### src/rtl/dr_mul_pkg.sv
package dr_mul_pkg;

    localparam int OP_W      = 8;
    localparam int PROD_W    = 2 * OP_W;
    localparam int ROWS_STG  = 3;
    localparam int CS_W      = OP_W - 1;
    localparam int R0_W      = 2 * OP_W;
    localparam int R1_W      = OP_W + (OP_W - ROWS_STG) + ROWS_STG + 2 * CS_W;
    localparam int R2_W      = R1_W;
    localparam int R3_W      = (OP_W + 2) + 2 * (CS_W - 2) + 1;
    localparam int R4_W      = PROD_W;

    typedef logic [1:0] dr_bit_t;

    localparam dr_bit_t DR_NULL = 2'b00;
    localparam dr_bit_t DR_ZERO = 2'b01;
    localparam dr_bit_t DR_ONE  = 2'b10;
    localparam logic [2*CS_W-1:0] DR_ZERO_CS = {CS_W{DR_ZERO}};

    typedef enum logic {REG_WANT_DATA, REG_WANT_NULL} reg_state_e;
    typedef enum logic {GATE_ASLEEP, GATE_AWAKE} gate_state_e;

    function automatic logic dr_valid(input dr_bit_t b);
        return (b == DR_ZERO) || (b == DR_ONE);
    endfunction

    function automatic dr_bit_t dr_enc(input logic v);
        return v ? DR_ONE : DR_ZERO;
    endfunction

    function automatic dr_bit_t dr_and(input dr_bit_t a, input dr_bit_t b);
        return (dr_valid(a) && dr_valid(b)) ? dr_enc(a[1] & b[1]) : DR_NULL;
    endfunction

    // returns {carry, sum}; NULL unless all inputs hold DATA
    function automatic logic [3:0] dr_fa(input dr_bit_t a, input dr_bit_t b, input dr_bit_t c);
        logic s;
        logic co;
        if (dr_valid(a) && dr_valid(b) && dr_valid(c)) begin
            s  = a[1] ^ b[1] ^ c[1];
            co = (a[1] & b[1]) | (a[1] & c[1]) | (b[1] & c[1]);
            return {dr_enc(co), dr_enc(s)};
        end
        return 4'b0000;
    endfunction

    function automatic logic [3:0] dr_ha(input dr_bit_t a, input dr_bit_t b);
        if (dr_valid(a) && dr_valid(b))
            return {dr_enc(a[1] & b[1]), dr_enc(a[1] ^ b[1])};
        return 4'b0000;
    endfunction

    // One carry-save row with embedded AND terms.
    // Result: [1:0] finished product bit, [15:2] sum vector, [29:16] carry vector.
    function automatic logic [29:0] dr_row(input logic [2*OP_W-1:0] x, input dr_bit_t yk,
                                           input logic [2*CS_W-1:0] s_in,
                                           input logic [2*CS_W-1:0] c_in);
        logic [2*OP_W-1:0] t;
        logic [2*CS_W-1:0] c_out;
        logic [3:0]        fo;
        for (int i = 0; i < CS_W; i++) begin
            fo = dr_fa(dr_and(x[2*i+:2], yk), s_in[2*i+:2], c_in[2*i+:2]);
            t[2*i+:2]     = fo[1:0];
            c_out[2*i+:2] = fo[3:2];
        end
        t[2*OP_W-1:2*OP_W-2] = dr_and(x[2*OP_W-1:2*OP_W-2], yk);
        return {c_out, t};
    endfunction

endpackage

### src/rtl/dr_mul_logic.sv
module dr_mul_logic
    import dr_mul_pkg::*;
#(
    parameter int STAGE = 1,
    parameter int IN_W  = R0_W,
    parameter int OUT_W = R1_W
) (
    input  logic [2*IN_W-1:0]  din,
    output logic [2*OUT_W-1:0] dout
);

    if (STAGE == 1) begin : g_rows_012
        logic [29:0] r0, r1, r2;
        always_comb begin
            r0 = dr_row(din[15:0], din[17:16], DR_ZERO_CS, DR_ZERO_CS);
            r1 = dr_row(din[15:0], din[19:18], r0[15:2], r0[29:16]);
            r2 = dr_row(din[15:0], din[21:20], r1[15:2], r1[29:16]);
            dout[15:0]  = din[15:0];
            dout[25:16] = din[31:22];
            dout[27:26] = r0[1:0];
            dout[29:28] = r1[1:0];
            dout[31:30] = r2[1:0];
            dout[45:32] = r2[15:2];
            dout[59:46] = r2[29:16];
        end
    end else if (STAGE == 2) begin : g_rows_345
        logic [29:0] r3, r4, r5;
        always_comb begin
            r3 = dr_row(din[15:0], din[17:16], din[45:32], din[59:46]);
            r4 = dr_row(din[15:0], din[19:18], r3[15:2], r3[29:16]);
            r5 = dr_row(din[15:0], din[21:20], r4[15:2], r4[29:16]);
            dout[15:0]  = din[15:0];
            dout[19:16] = din[25:22];
            dout[25:20] = din[31:26];
            dout[27:26] = r3[1:0];
            dout[29:28] = r4[1:0];
            dout[31:30] = r5[1:0];
            dout[45:32] = r5[15:2];
            dout[59:46] = r5[29:16];
        end
    end else if (STAGE == 3) begin : g_rows_67
        logic [29:0] r6, r7;
        logic [3:0]  h, f;
        always_comb begin
            r6 = dr_row(din[15:0], din[17:16], din[45:32], din[59:46]);
            r7 = dr_row(din[15:0], din[19:18], r6[15:2], r6[29:16]);
            h  = dr_ha(r7[3:2], r7[17:16]);
            f  = dr_fa(r7[5:4], r7[19:18], h[3:2]);
            dout[11:0]  = din[31:20];
            dout[13:12] = r6[1:0];
            dout[15:14] = r7[1:0];
            dout[17:16] = h[1:0];
            dout[19:18] = f[1:0];
            dout[29:20] = r7[15:6];
            dout[39:30] = r7[29:20];
            dout[41:40] = f[3:2];
        end
    end else if (STAGE == 4) begin : g_final_add
        logic [3:0] fo;
        logic [1:0] c;
        always_comb begin
            dout[19:0] = din[19:0];
            c = din[41:40];
            for (int i = 0; i < CS_W - 2; i++) begin
                fo = dr_fa(din[20+2*i+:2], din[30+2*i+:2], c);
                dout[20+2*i+:2] = fo[1:0];
                c = fo[3:2];
            end
            dout[31:30] = c;
        end
    end else begin : g_none
        assign dout = '0;
    end

endmodule

### src/rtl/dr_reg.sv
module dr_reg
    import dr_mul_pkg::*;
#(
    parameter int W = R0_W
) (
    input  logic           clk,
    input  logic           rst,
    input  logic [2*W-1:0] d,
    input  logic           ki,
    output logic [2*W-1:0] q,
    output logic           ko
);

    function automatic logic all_data(input logic [2*W-1:0] v);
        logic ok;
        ok = 1'b1;
        for (int i = 0; i < W; i++)
            if (!dr_valid(v[2*i+:2])) ok = 1'b0;
        return ok;
    endfunction

    function automatic logic any_clash(input logic [2*W-1:0] v);
        logic hit;
        hit = 1'b0;
        for (int i = 0; i < W; i++)
            if (v[2*i+:2] == 2'b11) hit = 1'b1;
        return hit;
    endfunction

    reg_state_e state_q, state_d;
    logic       load;
    logic       d_full, d_empty, q_clash;

    assign d_full  = all_data(d);
    assign d_empty = (d == '0);
    assign q_clash = any_clash(q);

    always_ff @(posedge clk) begin
        if (rst) state_q <= REG_WANT_DATA;
        else     state_q <= state_d;
    end

    always_comb begin
        state_d = state_q;
        load    = 1'b0;
        unique case (state_q)
            REG_WANT_DATA: if (d_full && ki) begin
                load    = 1'b1;
                state_d = REG_WANT_NULL;
            end
            REG_WANT_NULL: if (d_empty && !ki) begin
                load    = 1'b1;
                state_d = REG_WANT_DATA;
            end
        endcase
    end

    always_ff @(posedge clk) begin
        if (rst)       q <= '0;
        else if (load) q <= d;
    end

    assign ko = (state_q == REG_WANT_DATA);


    reg_rail_clash_chk: assert property (@(posedge clk) disable iff (rst) !q_clash);


    reg_partial_block_chk: assert property (@(posedge clk) disable iff (rst)
        (ko && !(d_full && ki)) |=> (ko && q == '0));


    reg_hold_chk: assert property (@(posedge clk) disable iff (rst)
        (!ko && !(d_empty && !ki)) |=> (!ko && $stable(q)));

endmodule

### src/rtl/dr_sleep_stage.sv
module dr_sleep_stage
    import dr_mul_pkg::*;
#(
    parameter int STAGE = 1,
    parameter int IN_W  = R0_W,
    parameter int OUT_W = R1_W
) (
    input  logic               clk,
    input  logic               rst,
    input  logic [2*IN_W-1:0]  src_q,
    input  logic               dst_ko,
    output logic [2*OUT_W-1:0] dout,
    output logic               awake
);

    function automatic logic all_data(input logic [2*IN_W-1:0] v);
        logic ok;
        ok = 1'b1;
        for (int i = 0; i < IN_W; i++)
            if (!dr_valid(v[2*i+:2])) ok = 1'b0;
        return ok;
    endfunction

    function automatic logic any_clash(input logic [2*OUT_W-1:0] v);
        logic hit;
        hit = 1'b0;
        for (int i = 0; i < OUT_W; i++)
            if (v[2*i+:2] == 2'b11) hit = 1'b1;
        return hit;
    endfunction

    gate_state_e        gate_q, gate_d;
    logic               src_full, src_empty, out_clash;
    logic [2*OUT_W-1:0] raw;

    assign src_full  = all_data(src_q);
    assign src_empty = (src_q == '0);

    always_ff @(posedge clk) begin
        if (rst) gate_q <= GATE_ASLEEP;
        else     gate_q <= gate_d;
    end

    always_comb begin
        gate_d = gate_q;
        unique case (gate_q)
            GATE_ASLEEP: if (src_full && dst_ko)   gate_d = GATE_AWAKE;
            GATE_AWAKE:  if (src_empty && !dst_ko) gate_d = GATE_ASLEEP;
        endcase
    end

    dr_mul_logic #(.STAGE(STAGE), .IN_W(IN_W), .OUT_W(OUT_W)) u_logic (
        .din  (src_q),
        .dout (raw)
    );

    assign awake     = (gate_q == GATE_AWAKE);
    assign dout      = awake ? raw : '0;
    assign out_clash = any_clash(dout);


    stage_rail_clash_chk: assert property (@(posedge clk) disable iff (rst) !out_clash);


    stage_awake_empty_chk: assert property (@(posedge clk) disable iff (rst)
        (awake && src_empty) |-> !dst_ko);

endmodule

### src/rtl/dr_mul_array.sv
module dr_mul_array
    import dr_mul_pkg::*;
(
    input  logic                clk,
    input  logic                rst,
    input  logic [2*OP_W-1:0]   x_dr,
    input  logic [2*OP_W-1:0]   y_dr,
    output logic                in_ko,
    output logic [2*PROD_W-1:0] prod_dr,
    input  logic                out_ki
);

    logic [2*R0_W-1:0] rq0;
    logic [2*R1_W-1:0] rq1, lg1;
    logic [2*R2_W-1:0] rq2, lg2;
    logic [2*R3_W-1:0] rq3, lg3;
    logic [2*R4_W-1:0] rq4, lg4;
    logic ko0, ko1, ko2, ko3, ko4;
    logic awk1, awk2, awk3, awk4;

    dr_reg #(.W(R0_W)) u_reg0 (.clk(clk), .rst(rst), .d({y_dr, x_dr}), .ki(ko1), .q(rq0), .ko(ko0));

    dr_sleep_stage #(.STAGE(1), .IN_W(R0_W), .OUT_W(R1_W)) u_stg1 (
        .clk(clk), .rst(rst), .src_q(rq0), .dst_ko(ko1), .dout(lg1), .awake(awk1));
    dr_reg #(.W(R1_W)) u_reg1 (.clk(clk), .rst(rst), .d(lg1), .ki(ko2), .q(rq1), .ko(ko1));

    dr_sleep_stage #(.STAGE(2), .IN_W(R1_W), .OUT_W(R2_W)) u_stg2 (
        .clk(clk), .rst(rst), .src_q(rq1), .dst_ko(ko2), .dout(lg2), .awake(awk2));
    dr_reg #(.W(R2_W)) u_reg2 (.clk(clk), .rst(rst), .d(lg2), .ki(ko3), .q(rq2), .ko(ko2));

    dr_sleep_stage #(.STAGE(3), .IN_W(R2_W), .OUT_W(R3_W)) u_stg3 (
        .clk(clk), .rst(rst), .src_q(rq2), .dst_ko(ko3), .dout(lg3), .awake(awk3));
    dr_reg #(.W(R3_W)) u_reg3 (.clk(clk), .rst(rst), .d(lg3), .ki(ko4), .q(rq3), .ko(ko3));

    dr_sleep_stage #(.STAGE(4), .IN_W(R3_W), .OUT_W(R4_W)) u_stg4 (
        .clk(clk), .rst(rst), .src_q(rq3), .dst_ko(ko4), .dout(lg4), .awake(awk4));
    dr_reg #(.W(R4_W)) u_reg4 (.clk(clk), .rst(rst), .d(lg4), .ki(out_ki), .q(rq4), .ko(ko4));

    assign in_ko   = ko0;
    assign prod_dr = rq4;

    // a register only captures DATA from a stage that was awake
    wake_before_capture1_chk: assert property (@(posedge clk) disable iff (rst) $fell(ko1) |-> $past(awk1));

    wake_before_capture2_chk: assert property (@(posedge clk) disable iff (rst) $fell(ko2) |-> $past(awk2));

    wake_before_capture3_chk: assert property (@(posedge clk) disable iff (rst) $fell(ko3) |-> $past(awk3));

    wake_before_capture4_chk: assert property (@(posedge clk) disable iff (rst) $fell(ko4) |-> $past(awk4));

endmodule

### config.mk
export PLATFORM = sky130hd
export DESIGN_NAME = dr_mul_array
export DESIGN_NICKNAME = d
export VERILOG_FILES = /design/src/rtl/dr_mul_pkg.sv /design/src/rtl/dr_mul_logic.sv /design/src/rtl/dr_reg.sv /design/src/rtl/dr_sleep_stage.sv /design/src/rtl/dr_mul_array.sv
export SDC_FILE = /design/constraint.sdc
export NUM_CORES = 1
export LEC_CHECK = 0
export CAP_MARGIN = 0
export CORE_MARGIN = 4
export CORE_UTILIZATION = 45
export DETAILED_ROUTE_END_ITERATION = 7
export MAX_ROUTING_LAYER = met4
export PLACE_DENSITY = 0.63
export SKIP_CTS_REPAIR_TIMING = 1
export SLEW_MARGIN = 20
export SYNTH_ARGS = -nofsm -noshare
export SYNTH_HDL_FRONTEND = slang
export SYNTH_HIERARCHICAL = 1
export SYNTH_SLANG_ARGS = --single-unit
### constraint.sdc
create_clock -name clk -period 5.4 [get_ports clk]
set_input_delay 1.08 -clock clk [delete_from_list [all_inputs] [get_ports clk]]
set_output_delay 1.08 -clock clk [all_outputs]
set_load 0.01 [all_outputs]
==> run_results.csv <==
group,metric,value,unit
cells_and_area,syn2layout_area_growth,9.03,%
timing,min_period,5.41,ns
floorplan,design.core.area,46900,µm²
drt,vias,16500,
setup_path,worstReg2RegStart,"u_reg3/q[20]",
hold_path,hold_depth,2,
setup_path,rr_endpoint,"u_reg4/q[14]",
run_status,status,"finished with violations",
grt,grt_usage,0.207,
cells_and_area,nets,2898,
place,placed_area,22100,µm²
clock_tree,clock_latency,0.59,ns
grt,grt_pass1_vias,16500,
run,drv_cap,0,
timing,layout_setup_ws,-0.00850,ns
power_and_ir_drop,p_sw,888,µW
drt,viasPerCell,5.11,
drt,drt_iter0_drc,762,
hold_path,hold_end,"u_reg4/q[17]",
power_and_ir_drop,combPwrFrac,0.029,
place,pre_cts_ws,-0.0918,ns
cells_and_area,utilization,0.500,
logic_synthesis,synth_seq_cells,235,
floorplan,initial_core_util,0.458,
logic_synthesis,yosysMostFrequentCell,"inv_1",
clock_tree,cts_buffers,29,
cells_and_area,drive_gt1_frac,0.0991,
timing,finalSetupTns,-0.0139,ns
timing,slew_headroom,0.414,
floorplan,die_w,226,µm
cells_and_area,diodes,0,
clock_tree,path_clk_slew,0.06,ns
setup_path,reg2reg_depth,20,
drt,dr.pass1.iters,5,
power_and_ir_drop,ir_drop,220,µV
grt,grt_start_max_net_pins,121,
timing,rsz0062_at_grt,"yes",
power_and_ir_drop,p_per_area,174,nW/µm²
timing,final_hold_viol_count,0,
setup_path,path_max_fanout,8,
grt,grt_antenna_before_repair,0,
logic_synthesis,postSynthNetCount,2957,
setup_path,crit_path_start_kind,"register",
logic_synthesis,synth_largest_area_cell,"dfxtp_1",
place,io_buffer_count,67,
clock_tree,cts.path.max_buffers,3,
logic_synthesis,synthTopCellsByArea,"dfxtp_1, ha_1, inv_1",
logic_synthesis,synth_top_area_share,0.219,
power_and_ir_drop,sw_frac_of_total,0.218,
timing,fin_crit_sh,1.00,
power_and_ir_drop,power.clock.fraction,0.546,
setup_path,worst-setup-path-type,"register to register",
setup_path,cp_data_arrival_time,5.88,ns
hold_path,hold_class,"register to register",
floorplan,rows,79,
cells_and_area,final_cell_area,23400,µm²
floorplan,fp.dieH,226,µm
drt,drc,0,
setup_path,crit_path_end_kind,"register",
place,dp_hpwl,40800,µm
power_and_ir_drop,p_leak,0.00891,µW
timing,finalSetupViolCount,4,
power_and_ir_drop,pwr-share-seq,0.425,
setup_path,r2r_slack,-0.009,ns
drt,wl,52300,µm
run_status,failed_checks,"negative setup slack",
logic_synthesis,ys_types,61,
logic_synthesis,synth_warnings,6,
clock_tree,cts_tree,"yes",
setup_path,cp_data_required_time,5.87,ns
logic_synthesis,synthCells,2660,
logic_synthesis,avgSynthCellArea,8.07,µm²
grt,grt_overflow_total,0,
logic_synthesis,postSynth.asyncResetShare,0,
logic_synthesis,ys.flop_type,"dfxtp_1",
floorplan,dieArea,51300,µm²
clock_tree,clockRootBuffer,"clkbuf_16",
floorplan,ios,68,
setup_path,crit_path_start,"u_reg3/q[20]",
power_and_ir_drop,total_power,4080,µW
drt,ant_nets,0,
timing,finalClockSkew,0.0279,ns
grt,grt_pass1_wl,84800,µm
timing,slew_viol_final,0,
power_and_ir_drop,intPower,3190,µW
timing,worst_pin_slew,0.879,ns
clock_tree,numClockSinks,235,
logic_synthesis,ys_top_cells_by_count,"inv_1, nand2b_1, dfxtp_1",
clock_tree,htreeDepth,1,
place,place_congestion,0.894,
logic_synthesis,syn_area,21500,µm²
timing,max_freq,185,MHz
logic_synthesis,synth_edf_count,0,
logic_synthesis,seq_area_frac_synth,0.219,
hold_path,hold_start,"u_reg4/q[17]",
drt,wire_per_inst,16.2,µm
## placed cells by master (no fill, tap or decap), types with 11 or more instances in the layout
master and count:
a21o_1 121, a21oi_1 52, a21oi_2 80, and2_1 232, and3_1 21, buf_4 39
clkbuf_16 31, clkdlybuf4s50_1 66, dfxtp_1 230, fa_1 39, ha_1 218, inv_1 466
mux2i_1 106, nand2_1 50, nand2b_1 238, nand3_1 140, nand3b_1 13, nand4_1 88
nand4b_1 13, nor2_1 97, nor2b_1 23, nor3_1 19, nor4_1 22, nor4_2 11
nor4_4 11, xnor2_1 44, xor2_1 27
## sequential cells by signal (all words and copies together) (netlist names)
| register | cells |
|---|---|
| u_reg0/q | 32 |
| u_reg0/state_q | 1 |
| u_reg1/q | 60 |
| u_reg1/state_q | 1 |
| u_reg2/q | 60 |
| u_reg2/state_q | 1 |
| u_reg3/q | 42 |
| u_reg3/state_q | 1 |
| u_reg4/q | 32 |
| u_reg4/state_q | 1 |
| u_stg1/awake | 1 |
| u_stg2/awake | 1 |
| u_stg3/awake | 1 |
| u_stg4/awake | 1 |
## power groups by stage
stage | combinational, µW | clock, µW | sequential [µW]
3_3_place_gp | 120 | 0 | 1770
3_5_place_dp | 121 | 0 | 1770
5_1_grt | 132 | 2350 | 1730
2_1_floorplan | 75.0 | 0 | 1770
4_1_cts | 121 | 2280 | 1730
6_report | 120 | 2230 | 1730
## worst max-delay path by stage
stage / cells past startpoint / end / slack, ns
finish: 20 / u_reg4/q[14] / -0.009
global route: 20 / u_reg4/q[19] / -0.16
CTS: 19 / u_reg4/q[6] / -0.20
detailed placement: 19 / u_reg4/q[6] / -0.09
global placement: 19 / u_reg4/q[31] / -0.08
floorplan: 19 / u_reg4/q[0] / 0.19
## metrics by stage
step | hold slack (ns) | instances
floorplan | 0.457 | 2660
global placement | 0.462 | 3170
detailed placement | 0.470 | 3170
CTS | 0.481 | 3223
global route | 0.494 | 3230
finish | 0.476 | 3230
## worst max-delay path, stage by stage (launching register included)
cell and delay [ns]:
dfxtp_1 0.37, xor2_2 0.21, nand4_1 0.19, fa_2 0.39
or3_4 0.37, fa_2 0.33, or4_4 0.49, fa_2 0.39
nor4_4 0.26, fa_1 0.45, nand3b_1 0.17, nor4_1 0.24
and2_1 0.21, inv_2 0.06, ha_4 0.27, nand2_4 0.05
nor4_4 0.25, a22oi_2 0.15, buf_6 0.16, clkbuf_16 0.16
mux2i_1 0.12
## area by class of cell
class                   instances  area (µm²)
flip-flops and latches        235        4720
well taps                     607         759
clock inverters                18         288
inverters                     467        1750
repair buffers                117        1190
multi-input cells            1751       13900
clock buffers                  35         808
fillers                      4540       23400
## per-layer routing
| layer | vias up | track usage | wire length (µm) | share of wire |
|---|---|---|---|---|
| li1 | 8449 | - | - | - |
| met1 | 7751 | 0.250 | 23200 | 0.44 |
| met2 | 210 | 0.359 | 25800 | 0.49 |
| met3 | 95 | 0.0250 | 1360 | 0.026 |
| met4 | 0 | 0.0709 | 1890 | 0.036 |
| met5 | - | - | 0 | 0 |
## cell families after synthesis
kind of cell	Yosys count	share of synthesized area
adders and majority gates	264	0.169
AOI/OAI and AO/OA	268	0.0953
buffers and inverters	674	0.139
xor gates and xnor gates	79	0.0340
DFF	235	0.219
and+or+nand+nor	1034	0.294
muxes	106	0.0494
No activity file was read; power rests on OpenSTA's default activity.
